[src/rtl/devpwr_pkg.sv]
package devpwr_pkg;

    localparam int IDX_W = 8;

    localparam logic [IDX_W-1:0] IDX_TMR_EN      = 8'h41;
    localparam logic [IDX_W-1:0] IDX_CTRL_BASE   = 8'h50;
    localparam logic [IDX_W-1:0] IDX_RELOAD_BASE = 8'h60;

    typedef enum logic [2:0] {
        PM_ON      = 3'd0,
        PM_DOZE    = 3'd1,
        PM_SLEEP   = 3'd2,
        PM_SUSPEND = 3'd3,
        PM_OFF     = 3'd4
    } pm_mode_e;

    typedef enum logic [1:0] {
        TS_IDLE,
        TS_RUN,
        TS_FIRE,
        TS_SPENT
    } tmr_state_e;

    function automatic logic is_lowpwr(input logic [2:0] m);
        logic r;
        unique case (m)
            3'(PM_SLEEP), 3'(PM_SUSPEND), 3'(PM_OFF): r = 1'b1;
            default:                                  r = 1'b0;
        endcase
        return r;
    endfunction

endpackage

[src/rtl/devpwr_regbank.sv]
module devpwr_regbank
    import devpwr_pkg::*;
#(
    parameter int NUM_DEV = 4,
    parameter int TMR_W   = 8,
    parameter int DATA_W  = 8
) (
    input  logic                     clk,
    input  logic                     rst_n,
    input  logic                     wr_en,
    input  logic [IDX_W-1:0]         wr_idx,
    input  logic [DATA_W-1:0]        wr_data,
    output logic [NUM_DEV-1:0]       tmr_en,
    output logic [NUM_DEV*TMR_W-1:0] reload_flat,
    output logic [NUM_DEV-1:0]       ctrl_wr
);

    logic en_hit;
    assign en_hit = wr_en && (wr_idx == IDX_TMR_EN);

    always_ff @(posedge clk or negedge rst_n) begin
        if (!rst_n) begin
            tmr_en <= '0;
        end else if (en_hit) begin
            tmr_en <= wr_data[NUM_DEV-1:0];
        end
    end

    for (genvar d = 0; d < NUM_DEV; d++) begin : g_dev
        logic rl_hit;
        assign rl_hit     = wr_en && (wr_idx == IDX_RELOAD_BASE + IDX_W'(d));
        assign ctrl_wr[d] = wr_en && (wr_idx == IDX_CTRL_BASE + IDX_W'(d));

        always_ff @(posedge clk or negedge rst_n) begin
            if (!rst_n) begin
                reload_flat[d*TMR_W +: TMR_W] <= '0;
            end else if (rl_hit) begin
                reload_flat[d*TMR_W +: TMR_W] <= wr_data[TMR_W-1:0];
            end
        end
    end

endmodule

[src/rtl/devpwr_tmr_fsm.sv]
module devpwr_tmr_fsm
    import devpwr_pkg::*;
#(
    parameter int TMR_W = 8
) (
    input  logic             clk,
    input  logic             rst_n,
    input  logic             tmr_en,
    input  logic             act_strb,
    input  logic             tick_en,
    input  logic [TMR_W-1:0] reload_val,
    output logic             expire
);

    tmr_state_e       state_q, state_d;
    logic [TMR_W-1:0] cnt_q, cnt_d;

    // next-state logic
    always_comb begin
        state_d = state_q;
        cnt_d   = cnt_q;
        if (!tmr_en) begin
            state_d = TS_IDLE;
            cnt_d   = '0;
        end else if (act_strb) begin
            state_d = TS_RUN;
            cnt_d   = reload_val;
        end else begin
            unique case (state_q)
                TS_IDLE: begin
                    state_d = TS_IDLE;
                end
                TS_RUN: begin
                    if (tick_en) begin
                        if (cnt_q <= TMR_W'(1)) begin
                            state_d = TS_FIRE;
                            cnt_d   = '0;
                        end else begin
                            cnt_d = cnt_q - TMR_W'(1);
                        end
                    end
                end
                TS_FIRE: begin
                    state_d = TS_SPENT;
                end
                TS_SPENT: begin
                    state_d = TS_SPENT;
                end
            endcase
        end
    end

    // state register
    always_ff @(posedge clk or negedge rst_n) begin
        if (!rst_n) begin
            state_q <= TS_IDLE;
            cnt_q   <= '0;
        end else begin
            state_q <= state_d;
            cnt_q   <= cnt_d;
        end
    end

    // outputs
    always_comb begin
        unique case (state_q)
            TS_FIRE: expire = tmr_en;
            default: expire = 1'b0;
        endcase
    end

endmodule

[src/rtl/devpwr_ctl_bits.sv]
module devpwr_ctl_bits
    import devpwr_pkg::*;
#(
    parameter int CB_W = 4
) (
    input  logic            clk,
    input  logic            rst_n,
    input  logic            tmr_en,
    input  logic [2:0]      mode_i,
    input  logic            wr_strb,
    input  logic [CB_W-1:0] wr_bits,
    input  logic            expire,
    output logic [CB_W-1:0] bits
);

    logic hold;
    assign hold = tmr_en && is_lowpwr(mode_i);

    // clear sources take priority over software writes
    always_ff @(posedge clk or negedge rst_n) begin
        if (!rst_n) begin
            bits <= '0;
        end else if (hold || expire) begin
            bits <= '0;
        end else if (wr_strb) begin
            bits <= wr_bits;
        end
    end

endmodule

[src/rtl/devpwr_ctrl_mgr.sv]
module devpwr_ctrl_mgr
    import devpwr_pkg::*;
#(
    parameter int NUM_DEV = 4,
    parameter int CB_W    = 4,
    parameter int TMR_W   = 8
) (
    input  logic                    clk,
    input  logic                    rst_n,
    input  logic [2:0]              mode_i,
    input  logic [NUM_DEV-1:0]      act_strb,
    input  logic                    tick_en,
    input  logic                    wr_en,
    input  logic [7:0]              wr_idx,
    input  logic [7:0]              wr_data,
    output logic [NUM_DEV*CB_W-1:0] pwr_bits,
    output logic [NUM_DEV-1:0]      expire_pulse
);

    localparam int DATA_W = 8;

    logic [NUM_DEV-1:0]       tmr_en;
    logic [NUM_DEV*TMR_W-1:0] reload_flat;
    logic [NUM_DEV-1:0]       ctrl_wr;

    devpwr_regbank #(
        .NUM_DEV (NUM_DEV),
        .TMR_W   (TMR_W),
        .DATA_W  (DATA_W)
    ) u_regs (
        .clk         (clk),
        .rst_n       (rst_n),
        .wr_en       (wr_en),
        .wr_idx      (wr_idx),
        .wr_data     (wr_data),
        .tmr_en      (tmr_en),
        .reload_flat (reload_flat),
        .ctrl_wr     (ctrl_wr)
    );

    for (genvar d = 0; d < NUM_DEV; d++) begin : g_dev
        devpwr_tmr_fsm #(
            .TMR_W (TMR_W)
        ) u_tmr (
            .clk        (clk),
            .rst_n      (rst_n),
            .tmr_en     (tmr_en[d]),
            .act_strb   (act_strb[d]),
            .tick_en    (tick_en),
            .reload_val (reload_flat[d*TMR_W +: TMR_W]),
            .expire     (expire_pulse[d])
        );

        devpwr_ctl_bits #(
            .CB_W (CB_W)
        ) u_bits (
            .clk     (clk),
            .rst_n   (rst_n),
            .tmr_en  (tmr_en[d]),
            .mode_i  (mode_i),
            .wr_strb (ctrl_wr[d]),
            .wr_bits (wr_data[CB_W-1:0]),
            .expire  (expire_pulse[d]),
            .bits    (pwr_bits[d*CB_W +: CB_W])
        );
    end

endmodule

[config.mk]
export PLATFORM = sky130hd
export DESIGN_NAME = devpwr_ctrl_mgr
export DESIGN_NICKNAME = d
export VERILOG_FILES = /design/src/rtl/devpwr_pkg.sv /design/src/rtl/devpwr_regbank.sv /design/src/rtl/devpwr_tmr_fsm.sv /design/src/rtl/devpwr_ctl_bits.sv /design/src/rtl/devpwr_ctrl_mgr.sv
export SDC_FILE = /design/constraint.sdc
export NUM_CORES = 1
export LEC_CHECK = 0
export BUFFER_PORTS_ARGS = -buffer_cell sky130_fd_sc_hd__buf_2
export CAP_MARGIN = 0
export CELL_PAD_IN_SITES_DETAIL_PLACEMENT = 0
export CELL_PAD_IN_SITES_GLOBAL_PLACEMENT = 1
export CORE_ASPECT_RATIO = 1.75
export CORE_MARGIN = 2
export CORE_UTILIZATION = 50
export DETAILED_ROUTE_END_ITERATION = 6
export GPL_ROUTABILITY_DRIVEN = 0
export MAX_ROUTING_LAYER = met4
export PLACE_DENSITY = 0.84
export SLEW_MARGIN = 30
export SYNTH_ARGS = -nofsm -noshare
export SYNTH_HDL_FRONTEND = slang
export SYNTH_SLANG_ARGS = --single-unit
[constraint.sdc]
create_clock -name clk -period 3.6 [get_ports clk]
set_input_delay 0.72 -clock clk [delete_from_list [all_inputs] [get_ports clk]]
set_output_delay 0.72 -clock clk [all_outputs]
set_load 0.1 [all_outputs]
=== Word-level counts from Yosys, hierarchy flattened ===
Index checks and enable logic that the tools add are counted.

* $lt $le $gt $ge: 4
* Equality and inequality tests: 40
* Muxes and demuxes: 53
* Add/subtract/negate cells: 4
* Reduce and logical (&&, ||, !) cells: 38

{| class="wikitable"
|+ Operator list
! operator !! number
|-
| 2-to-1 mux 8 bit || 20
|-
| == test 8 x 7 -> 1 bit, second input constant || 9
|-
| <= comparator 8 x 1 -> 1 bit, second input constant || 4
|-
| 2-to-1 mux 2 bit || 16
|-
| 2-to-1 mux 4 bit || 8
|-
| subtractor 8 x 1 -> 8 bit, second input constant || 4
|-
| one-hot mux 2 bit (3 select lines) || 4
|-
| == test 2 bit, second input constant || 8
|-
| != test 4 x 3 -> 1 bit, second input constant || 4
|-
| != test 4 bit, second input constant || 4
|-
| AND reduction 2 bit || 8
|-
| logical AND 1 bit || 13
|-
| != test 3 x 2 -> 1 bit, second input constant || 4
|-
| != test 3 bit, second input constant || 4
|-
| == test 2 x 1 -> 1 bit, second input constant || 4
|-
| zero test 2 bit || 4
|-
| nonzero test 2 bit || 4
|-
| OR reduction 2 bit || 4
|-
| == test 3 x 2 -> 1 bit, second input constant || 2
|-
| 2-to-1 mux 1 bit || 5
|-
| logical OR 1 bit || 4
|-
| == test 3 bit, second input constant || 1
|-
| OR reduction 3 bit || 1
|}

* Bits in registers: 92
* Input port bits: 27
* Output and inout bits: 20
* Word-level logic and storage cells: 156

=== Longest topological paths before layout ===
Gate-level depths: netlist (run 1).

* Word-level depth: 6
* Gate-level depth with buffers: 6
* Gate-level depth less buffers: 6

=== By module ===
From an unflattened synthesis (run 1), not the netlist that was laid out.

* Cell total of the unflattened synthesis: 446
* Area total of the unflattened synthesis: 4964.8 sq um

{| class="wikitable"
|+ Modules (own cells, without submodules)
! module !! area each (sq um) !! cells an instance !! instances !! sequential area each (sq um)
|-
| devpwr_tmr_fsm at g_dev[0].u_tmr ... || 655.6 || 74 || 3 || 250.2
|-
| devpwr_regbank || 1541.5 || 90 || 1 || 900.9
|-
| devpwr_ctl_bits || 197.7 || 15 || 4 || 100.1
|-
| devpwr_tmr_fsm at g_dev[3].u_tmr || 665.6 || 74 || 1 || 250.2
|}

=== Worst setup path before layout (run 1) ===
OpenSTA, ideal clock, no wires.

* Path kind: input to register
* Start point: input wr_idx[1]
* End point: register u_regs.reload_flat[10]
* Setup time: 0.125 ns
* Path slack: 1.532 ns
* Required time: 3.475 ns
* Arrival time: 1.943 ns
* Stages: 4
* Buffers on the path: 1
* Path through: or4b_1 > nand2b_1 > clkbuf_1 > mux2_2

* Longest elaborated chain between the ends: 2

{| class="wikitable"
|+ RTL lines
! item !! RTL line !! RTL
|-
| start, declared || devpwr_ctrl_mgr.sv:14 || <nowiki>input logic [7:0] wr_idx,</nowiki>
|-
| == test 8 x 7 -> 1 bit || devpwr_regbank.sv:31 || <nowiki>assign rl_hit = wr_en && (wr_idx == IDX_RELOAD_BASE + IDX_W'(d));</nowiki>
|-
| logical AND 1 bit || devpwr_regbank.sv:31 ||
|-
| end signal, assigned by index || devpwr_regbank.sv:38 || <nowiki>reload_flat[d*TMR_W +: TMR_W] <= wr_data[TMR_W-1:0];</nowiki>
|-
| end, declared || devpwr_regbank.sv:14 || <nowiki>output logic [NUM_DEV*TMR_W-1:0] reload_flat,</nowiki>
|}

No other way between the ends.
A chain may end at the register's enable or synchronous reset.

=== Final worst setup path (run 1) ===
* Start point: register u_regs.tmr_en[2]
* End point: output expire_pulse[2]

* Longest elaborated chain between the ends: 1

{| class="wikitable"
|+ RTL lines
! item !! RTL line !! RTL
|-
| start, declared || devpwr_regbank.sv:13 || <nowiki>output logic [NUM_DEV-1:0] tmr_en,</nowiki>
|-
| start signal, assigned || devpwr_regbank.sv:25 || <nowiki>tmr_en <= wr_data[NUM_DEV-1:0];</nowiki>
|-
| 2-to-1 mux 1 bit || devpwr_tmr_fsm.sv:66 || <nowiki>unique case (state_q)</nowiki>
|-
| end, declared || devpwr_ctrl_mgr.sv:17 || <nowiki>output logic [NUM_DEV-1:0] expire_pulse</nowiki>
|}

No other way between the ends.

==> impl_results.md, run 1 <==
* Rel. slew slack at 38.4%
* Final count of negative-setup-slack endpoints at 0
* Skew final at 5.67 ps
* FILL cells at 802
* Post-Syn Area at 4760 sq um
* Avg Cell Area, Syn at 10.5 sq um
* PwrDens at 688 nW/um^2
* Nets at 525
* Commonest cells post-synth: 92 x dfrtp_1, 40 x nor2_1, 32 x mux2_2
* Fin cells at 617
* Area of the multi-input gates at 2280 sq um
* Leak Pwr at 2.58 nW
* Resize count post-CTS at 0
* RSZ-0062 raised after global routing: no
* Area leader, netlist: dfrtp_1
* Most common cell in the synthesized netlist: dfrtp_1
* Status: complete, no violations
* Worst EP arrival at 1610 ps
* Via count at 3667
* DR WL/cell at 18.6 um
* Top Ports at 47
* Total wire length at 11500 um
* Slowest CP cell: dfrtp_1
* First-pass GRT wire length at 19200 um
* Synth-to-Final Area Change at 12.1%
* Antenna violations before repair at 0
* Synth cell types at 61
* Final cell utilization of the core at 57.0%
* Share of cells above drive strength 1 at 23.0%
* FFs w/ async S/R, synth at 100%
* R2R depth at 4
* Reg2reg end: g_dev[1].u_tmr.cnt_q[4]$_DFFE_PN0P_
* Yosys warnings at 0
* GRT Residual Overflow at 0
* Largest delay contributor family on the critical path: flip-flops
* Worst slew pin tran at 916 ps
* Crit. End Element: primary output
* Buffer levels on the longest clock path at 2
* TritonCTS clock tree: built
* Post-DRT Antenna Nets at 0
* Initial DRT Pass Iterations at 6
* DP Cell Count at 601
* Die H at 133 um
* Vias in the first global route at 3825
* # DRC at 0
* Port bufs at 46
* Final Hold Viols at 0
* Largest net degree at the start of global routing at 48
* EDFF count, synth at 0
* Reg clk slew, reported paths at 70 ps
* Clock latency on the worst-skew pair at 340 ps
* Row cnt at 47
* WP data required at 2880 ps
* Register area share after synthesis at 48.4%
* Fin crit period at 2330 ps
* CTS root buffer: clkbuf_16
* Cts bufs inserted at 9
* Die footprint at 10300 sq um
* Register bit count reported by yosys at 92
* CTS H-tree lvls at 3
* Mapped Nets at 487
* DIE WIDTH at 77.7 um
* Detailed Place HPWL at 8520 um
* Core area at 9350 sq um
* Ys flop type: dfrtp_1
* CTS Hold Bufs at 0
* Final Slew Violations at 0
* Fmax at 429 MHz
* Via density at 5.94
* Setup TNS at 0 ps
* Register area at 2300 sq um
* Number of diodes at 0
* Worst hold path type: in -> async
* Crit-path cells: nand2_1, nor2_1, buf_2
* GRT Util Overall at 24.5%
* Setup bufs post-CTS at 0
* Top post-synthesis cells by area: dfrtp_1 48%, mux2_2 7.6%, mux2i_1 4.0%
* R2R Setup Slk at 1580 ps
* Crit path kind: reg -> out
* Worst R2R Start: g_dev[1].u_tmr.cnt_q[5]$_DFFE_PN0P_
* Critical Path Max Stage Delay at 570 ps
* Critical Path Fanout Max at 12
* Final period util at 64.8%
* Starting Density at 50.9%
* Max Cap Violations at 0
* Post-synth top area share at 48.4%
* Post-Synthesis Cells at 452
* Iteration-0 DRC Markers at 173
* Startpoint Class: flop
* TritonCTS Sinks at 92
* Worst vdd rail ir drop at 385 uV
* Worst path buffer plus inverter count at 1
-- how the worst max path moves through the flow --
stage	from	slack, ps	cells after the start	to
after global placement	wr_idx[1]	1240	4	u_regs.tmr_en[0]$_DFFE_PN0P_
after CTS	u_regs.tmr_en[2]$_DFFE_PN0P_	1280	3	expire_pulse[2]
after floorplan	wr_idx[1]	1530	4	u_regs.reload_flat[10]$_DFFE_PN0P_
after detailed placement	wr_idx[1]	1180	4	u_regs.tmr_en[2]$_DFFE_PN0P_
after global routing	u_regs.tmr_en[2]$_DFFE_PN0P_	1220	3	expire_pulse[2]
final	u_regs.tmr_en[2]$_DFFE_PN0P_	1270	3	expire_pulse[2]
-- per-layer routing --
metal  global-route usage, %  share of wire [%]  wire length [um]  vias to the layer above
met3                    3.62                4.3               494                       28
met2                    41.2                 53              6050                      102
met5                       -                  0                 0                        -
met1                    28.8                 40              4600                     1786
li1                        -                  -                 -                     1751
met4                    11.0                2.8               321                        0
-- flip-flops by register name (all words and copies together) (netlist names) --
name	cells
g_dev.u_tmr.cnt_q	32
u_regs.reload_flat	32
g_dev.u_tmr.state_q	8
g_dev.u_bits.bits	16
u_regs.tmr_en	4
-- cell usage in the layout, fill, tap and decap left out, drive strengths merged, types with 6 or more instances in the layout --
cell type / instances
dfrtp: 92
buf: 48
nor2: 40
mux2: 32
o21ai: 27
nand2: 25
inv: 20
mux2i: 19
nand3: 14
nor3: 12
a32oi: 12
a21oi: 10
clkbuf: 10
nor3b: 9
nor4: 9
o22ai: 8
ha: 8
nand3b: 6
-- through the flow --
stage          worst slack [ps]  total power [W]  hold slack, ps  area (sq um)
2_1_floorplan              1530          0.00250             424          4760
3_3_place_gp               1240          0.00278             488          5060
3_5_place_dp               1180          0.00282             496          5060
4_1_cts                    1280          0.00369             406          5330
5_1_grt                    1220          0.00393             427          5330
6_report                   1270          0.00367             392          5330
-- area by class of cell --
class	count	area share (%)
Sequential cell	92	43.2
Multi-Input combinational cell	319	42.8
Timing Repair Buffer	48	4.65
Clock buffer	10	4.29
Tap cell	122	2.86
Inverter	20	1.41
Clock inverter	6	0.774
-- cell families (layout without fill, tap and decap cells) --
kind of cell               Yosys count  count (layout)  synth area share [%]
and+or+nand+nor                    152             152                  17.5
muxes                               51              51                  11.6
DFF                                 92              92                  48.4
adders and majority gates            8               8                  2.10
AOI/OAI and AO/OA                  106             106                  16.5
xor gates and xnor gates             2               2                 0.368
buffers and inverters               41              84                  3.55
-- worst register-to-register path, delay by kind of cell (launching register included) --
family          cells  cell delay [ps]
compound gates      3              850
flops               1              470
simple gates        1              590
-- where the power goes --
part	switching [W]	total [W]	internal, W
sequential	0.000251	0.00148	0.00123
combinational	0.000762	0.00134	0.000576
clock	0.000389	0.000856	0.000466
Power figures use the tool's default switching activity.
==> run 2: changes to the inputs <==
--- a/config.mk
+++ b/config.mk
@@ -11,11 +11,11 @@
 export CELL_PAD_IN_SITES_GLOBAL_PLACEMENT = 1
 export CORE_ASPECT_RATIO = 1.75
 export CORE_MARGIN = 2
-export CORE_UTILIZATION = 50
+export CORE_UTILIZATION = 42
 export DETAILED_ROUTE_END_ITERATION = 6
 export GPL_ROUTABILITY_DRIVEN = 0
 export MAX_ROUTING_LAYER = met4
-export PLACE_DENSITY = 0.84
+export PLACE_DENSITY = 0.76
 export SLEW_MARGIN = 30
 export SYNTH_ARGS = -nofsm -noshare
 export SYNTH_HDL_FRONTEND = slang
==> constraint.sdc (replaced) <==
create_clock -name clk -period 2.1 [get_ports clk]
set_input_delay 0.42 -clock clk [delete_from_list [all_inputs] [get_ports clk]]
set_output_delay 0.42 -clock clk [all_outputs]
set_load 0.1 [all_outputs]
==> run 2 against run 1 <==
  * Utilization decreased by 7.4 points
  * Clock power increased by 89%
  * Highest routed layer unchanged
  * Final area increased by 3.2%
  * Clock skew increased by 2.5 ps
  * Register-to-register slack got worse by 1500 ps
  * Cell count increased by 4.2%
  * Sequential cell count unchanged
  * Largest power group unchanged
  * Global-route usage decreased by 3.3 points
  * Hold slack improved by 1.4 ps
  * Combinational power increased by 81%
  * Critical path depth increased by 1
==> impl_results.md, run 2 (synthesized netlist as in run 1, its figures left out) <==
* Clock share of power at 24.7% (was 23.3%)
* Cell area after layout at 5510 sq um (was 5330 sq um)
* TritonCTS clock tree: built (unchanged)
* Iteration-0 DRC Markers at 217 (was 173)
* Crit-path cells: or4_4, o311ai_4, o21ai_1, a211o_1 (was nand2_1, nor2_1, buf_2)
* Final worst slack at 87.7 ps (was 1270 ps)
* Via count at 3799 (was 3667)
* HP Start: wr_data[5]
* Startpoint Class: flop (unchanged)
* RSZ-0062 raised after global routing: no (unchanged)
* Wire length on met2 at 6230 um (was 6050 um)
* Fin crit period at 2010 ps
* Worst vdd rail ir drop at 699 uV (was 385 uV)
* DR WL met3 at 492 um (was 494 um)
* Share of cells above drive strength 1 at 25.2% (was 23.0%)
* Critical Path Fanout Max at 8 (was 12)
* R2R Setup Slk at 90 ps (was 1580 ps)
* Internal power component at 0.00408 W (was 0.00227 W)
* Final Slew Violations at 0 (unchanged)
* CTS root buffer: clkbuf_16 (unchanged)
* Skew final at 8.20 ps (was 5.67 ps)
* TritonCTS Sinks at 92 (unchanged)
* Top flop regs: g_dev.u_tmr.cnt_q: 32 flops, u_regs.reload_flat: 32 flops, g_dev.u_bits.bits: 16 flops (unchanged)
* Sw Ratio at 37.6% (was 38.2%)
* Row cnt at 51 (was 47)
* Setup TNS at 0 ps (unchanged)
* Final period util at 95.8%
* Final hold slack at 393 ps (was 392 ps)
* Die H at 145 um (was 133 um)
* Crit path kind: reg -> reg (was reg -> out)
* Die footprint at 12200 sq um (was 10300 sq um)
* Hold EP: u_regs.reload_flat[13]$_DFFE_PN0P_
* Crit. End Element: flop (was primary output)
* Detailed Place HPWL at 9080 um (was 8520 um)
* Vias in the first global route at 3905 (was 3825)
* Cts bufs inserted at 9 (unchanged)
* Commonest non-fill, non-tap cells in the layout: 92 x dfrtp_1, 44 x buf_2, 40 x nor2_1 (was 92 x dfrtp_1, 45 x buf_2, 40 x nor2_1)
* PwrDens at 1190 nW/um^2 (was 688 nW/um^2)
* NetSw at 0.00245 W (was 0.00140 W)
* Reg clk slew, reported paths at 70 ps (about the same)
* First-pass GRT wire length at 19500 um (was 19200 um)
* Clock latency on the worst-skew pair at 350 ps (was 340 ps)
* CTS H-tree lvls at 3 (unchanged)
* DR WL/cell at 18.7 um (was 18.6 um)
* DIE WIDTH at 84.4 um (was 77.7 um)
* Synth-to-Final Area Change at 15.8% (was 12.1%)
* Final count of negative-setup-slack endpoints at 0 (unchanged)
* Sequential power share at 38.2% (was 40.2%)
* Met1 wire length at 4860 um (was 4600 um)
* Worst EP arrival at 2250 ps (was 1610 ps)
* Antenna violations before repair at 0 (unchanged)
* Largest delay contributor family on the critical path: compound AO/OA/AOI/OAI gates (was flip-flops)
* Fmax at 497 MHz
* Core area at 11100 sq um (was 9350 sq um)
* Status: complete, no violations (unchanged)
* Setup bufs post-CTS at 0 (unchanged)
* Worst R2R Start: g_dev[1].u_tmr.cnt_q[5]$_DFFE_PN0P_ (unchanged)
* Buffer levels on the longest clock path at 2 (unchanged)
* Final Hold Viols at 0 (unchanged)
* Max Cap Violations at 0 (unchanged)
* WP data required at 2330 ps (was 2880 ps)
* Total wire length at 12000 um (was 11500 um)
* GRT Util Overall at 21.3% (was 24.5%)
* DP Area at 5200 sq um (was 5060 sq um)
* Critical Path Max Stage Delay at 580 ps (was 570 ps)
* Commonest non-fill, non-tap cell in the layout: dfrtp_1 (unchanged)
* Worst slew pin tran at 625 ps (was 916 ps)
* Reg2reg end: g_dev[1].u_tmr.cnt_q[4]$_DFFE_PN0P_ (unchanged)
* Starting Density at 42.8% (was 50.9%)
* Top Ports at 47 (unchanged)
* DP Worst Slack at 60.2 ps (was 1180 ps)
* GRT Residual Overflow at 0 (unchanged)
* Largest net degree at the start of global routing at 49 (was 48)
* Rel. slew slack at 58.1% (was 38.4%)
* Post-DRT Antenna Nets at 0 (unchanged)
* # DRC at 0 (unchanged)
* CP startpoint: g_dev[1].u_tmr.cnt_q[5]$_DFFE_PN0P_ (was u_regs.tmr_en[2]$_DFFE_PN0P_)
* Worst path buffer plus inverter count at 0 (was 1)
* Via density at 5.91 (was 5.94)
* DR top layer: met4 (unchanged)
* Gate power share at 37.1% (was 36.5%)
* Leak Pwr at 2.68 nW (was 2.58 nW)
* Worst hold path type: in -> reg (was in -> async)
* Hold Path Cell Cnt at 2
* Number of diodes at 0 (unchanged)
* Slowest CP cell: or4_4 (was dfrtp_1)
* Nets at 541 (was 525)
* Initial DRT Pass Iterations at 5 (was 6)
* R2R depth at 4 (unchanged)
* Port bufs at 46 (unchanged)
==> run 2: changes by cell type in the layout (fill, tap and decap cells not counted) <==
cell | previous run | this run
buf_4 | 3 | 17
buf_12 | 0 | 1
buf_2 | 45 | 44
bufinv_16 | 0 | 1
clkbuf_4 | 0 | 1
clkinv_4 | 1 | 0
clkinvlp_4 | 3 | 2
dlygate4sd3_1 | 0 | 1
inv_6 | 0 | 1
==> run 2: area by class of cell <==
type / count / area (sq um)
fillers: 1044 / 5600
clock inverters: 6 / 63.8
multi-input cells: 319 / 2280
flip-flops and latches: 92 / 2300
well taps: 132 / 165
inverters: 20 / 75.1
repair buffers: 64 / 385
clock buffers: 10 / 229
==> run 2: what timing repair did <==
item,CTS,global route
setup endpoints to repair,0,1
hold endpoints to repair,23,0
hold buffers,1,0
gates resized for setup,0,1
==> run 2: worst max-delay path by stage <==
stage                                                to  slack, ps  cells after the start
finish              g_dev[1].u_tmr.cnt_q[4]$_DFFE_PN0P_         90                      4
floorplan           g_dev[1].u_tmr.cnt_q[2]$_DFFE_PN0P_        270                      4
global placement    g_dev[1].u_bits.bits[3]$_DFFE_PN0P_        120                      5
CTS                                     expire_pulse[3]         70                      3
detailed placement  g_dev[1].u_bits.bits[3]$_DFFE_PN0P_         60                      5
global route        g_dev[2].u_tmr.cnt_q[4]$_DFFE_PN0P_         30                      4
==> run 2: worst register-to-register path, delay by kind of cell, from the launching register on <==
family,cells,cell delay [ps]
AO/OA/AOI/OAI,3,860
flip-flops,1,450
AND/OR/NAND/NOR,1,580
==> run 2: power by group through the flow <==
stage	Combinational [W]	Clock, W	Sequential (W)
floorplan	0.00187	0	0.00241
global placement	0.00236	0	0.00251
detailed placement	0.00241	0	0.00252
CTS	0.00242	0.00164	0.00249
global route	0.00271	0.00172	0.00255
finish	0.00242	0.00162	0.00249
==> run 2: metal layers <==
metal | track usage [%] | vias up
met5 | - | -
met4 | 10.2 | 0
met3 | 3.18 | 24
met2 | 36.6 | 94
met1 | 24.3 | 1887
li1 | - | 1794
==> run 2: per-stage QoR <==
| step | utilization (%) | cells | total power, W |
|---|---|---|---|
| floorplan | - | 452 | 0.00428 |
| global placement | 46.8 | 626 | 0.00487 |
| detailed placement | 46.8 | 626 | 0.00493 |
| CTS | 49.6 | 643 | 0.00655 |
| global route | 49.6 | 643 | 0.00698 |
| finish | 49.6 | 643 | 0.00653 |
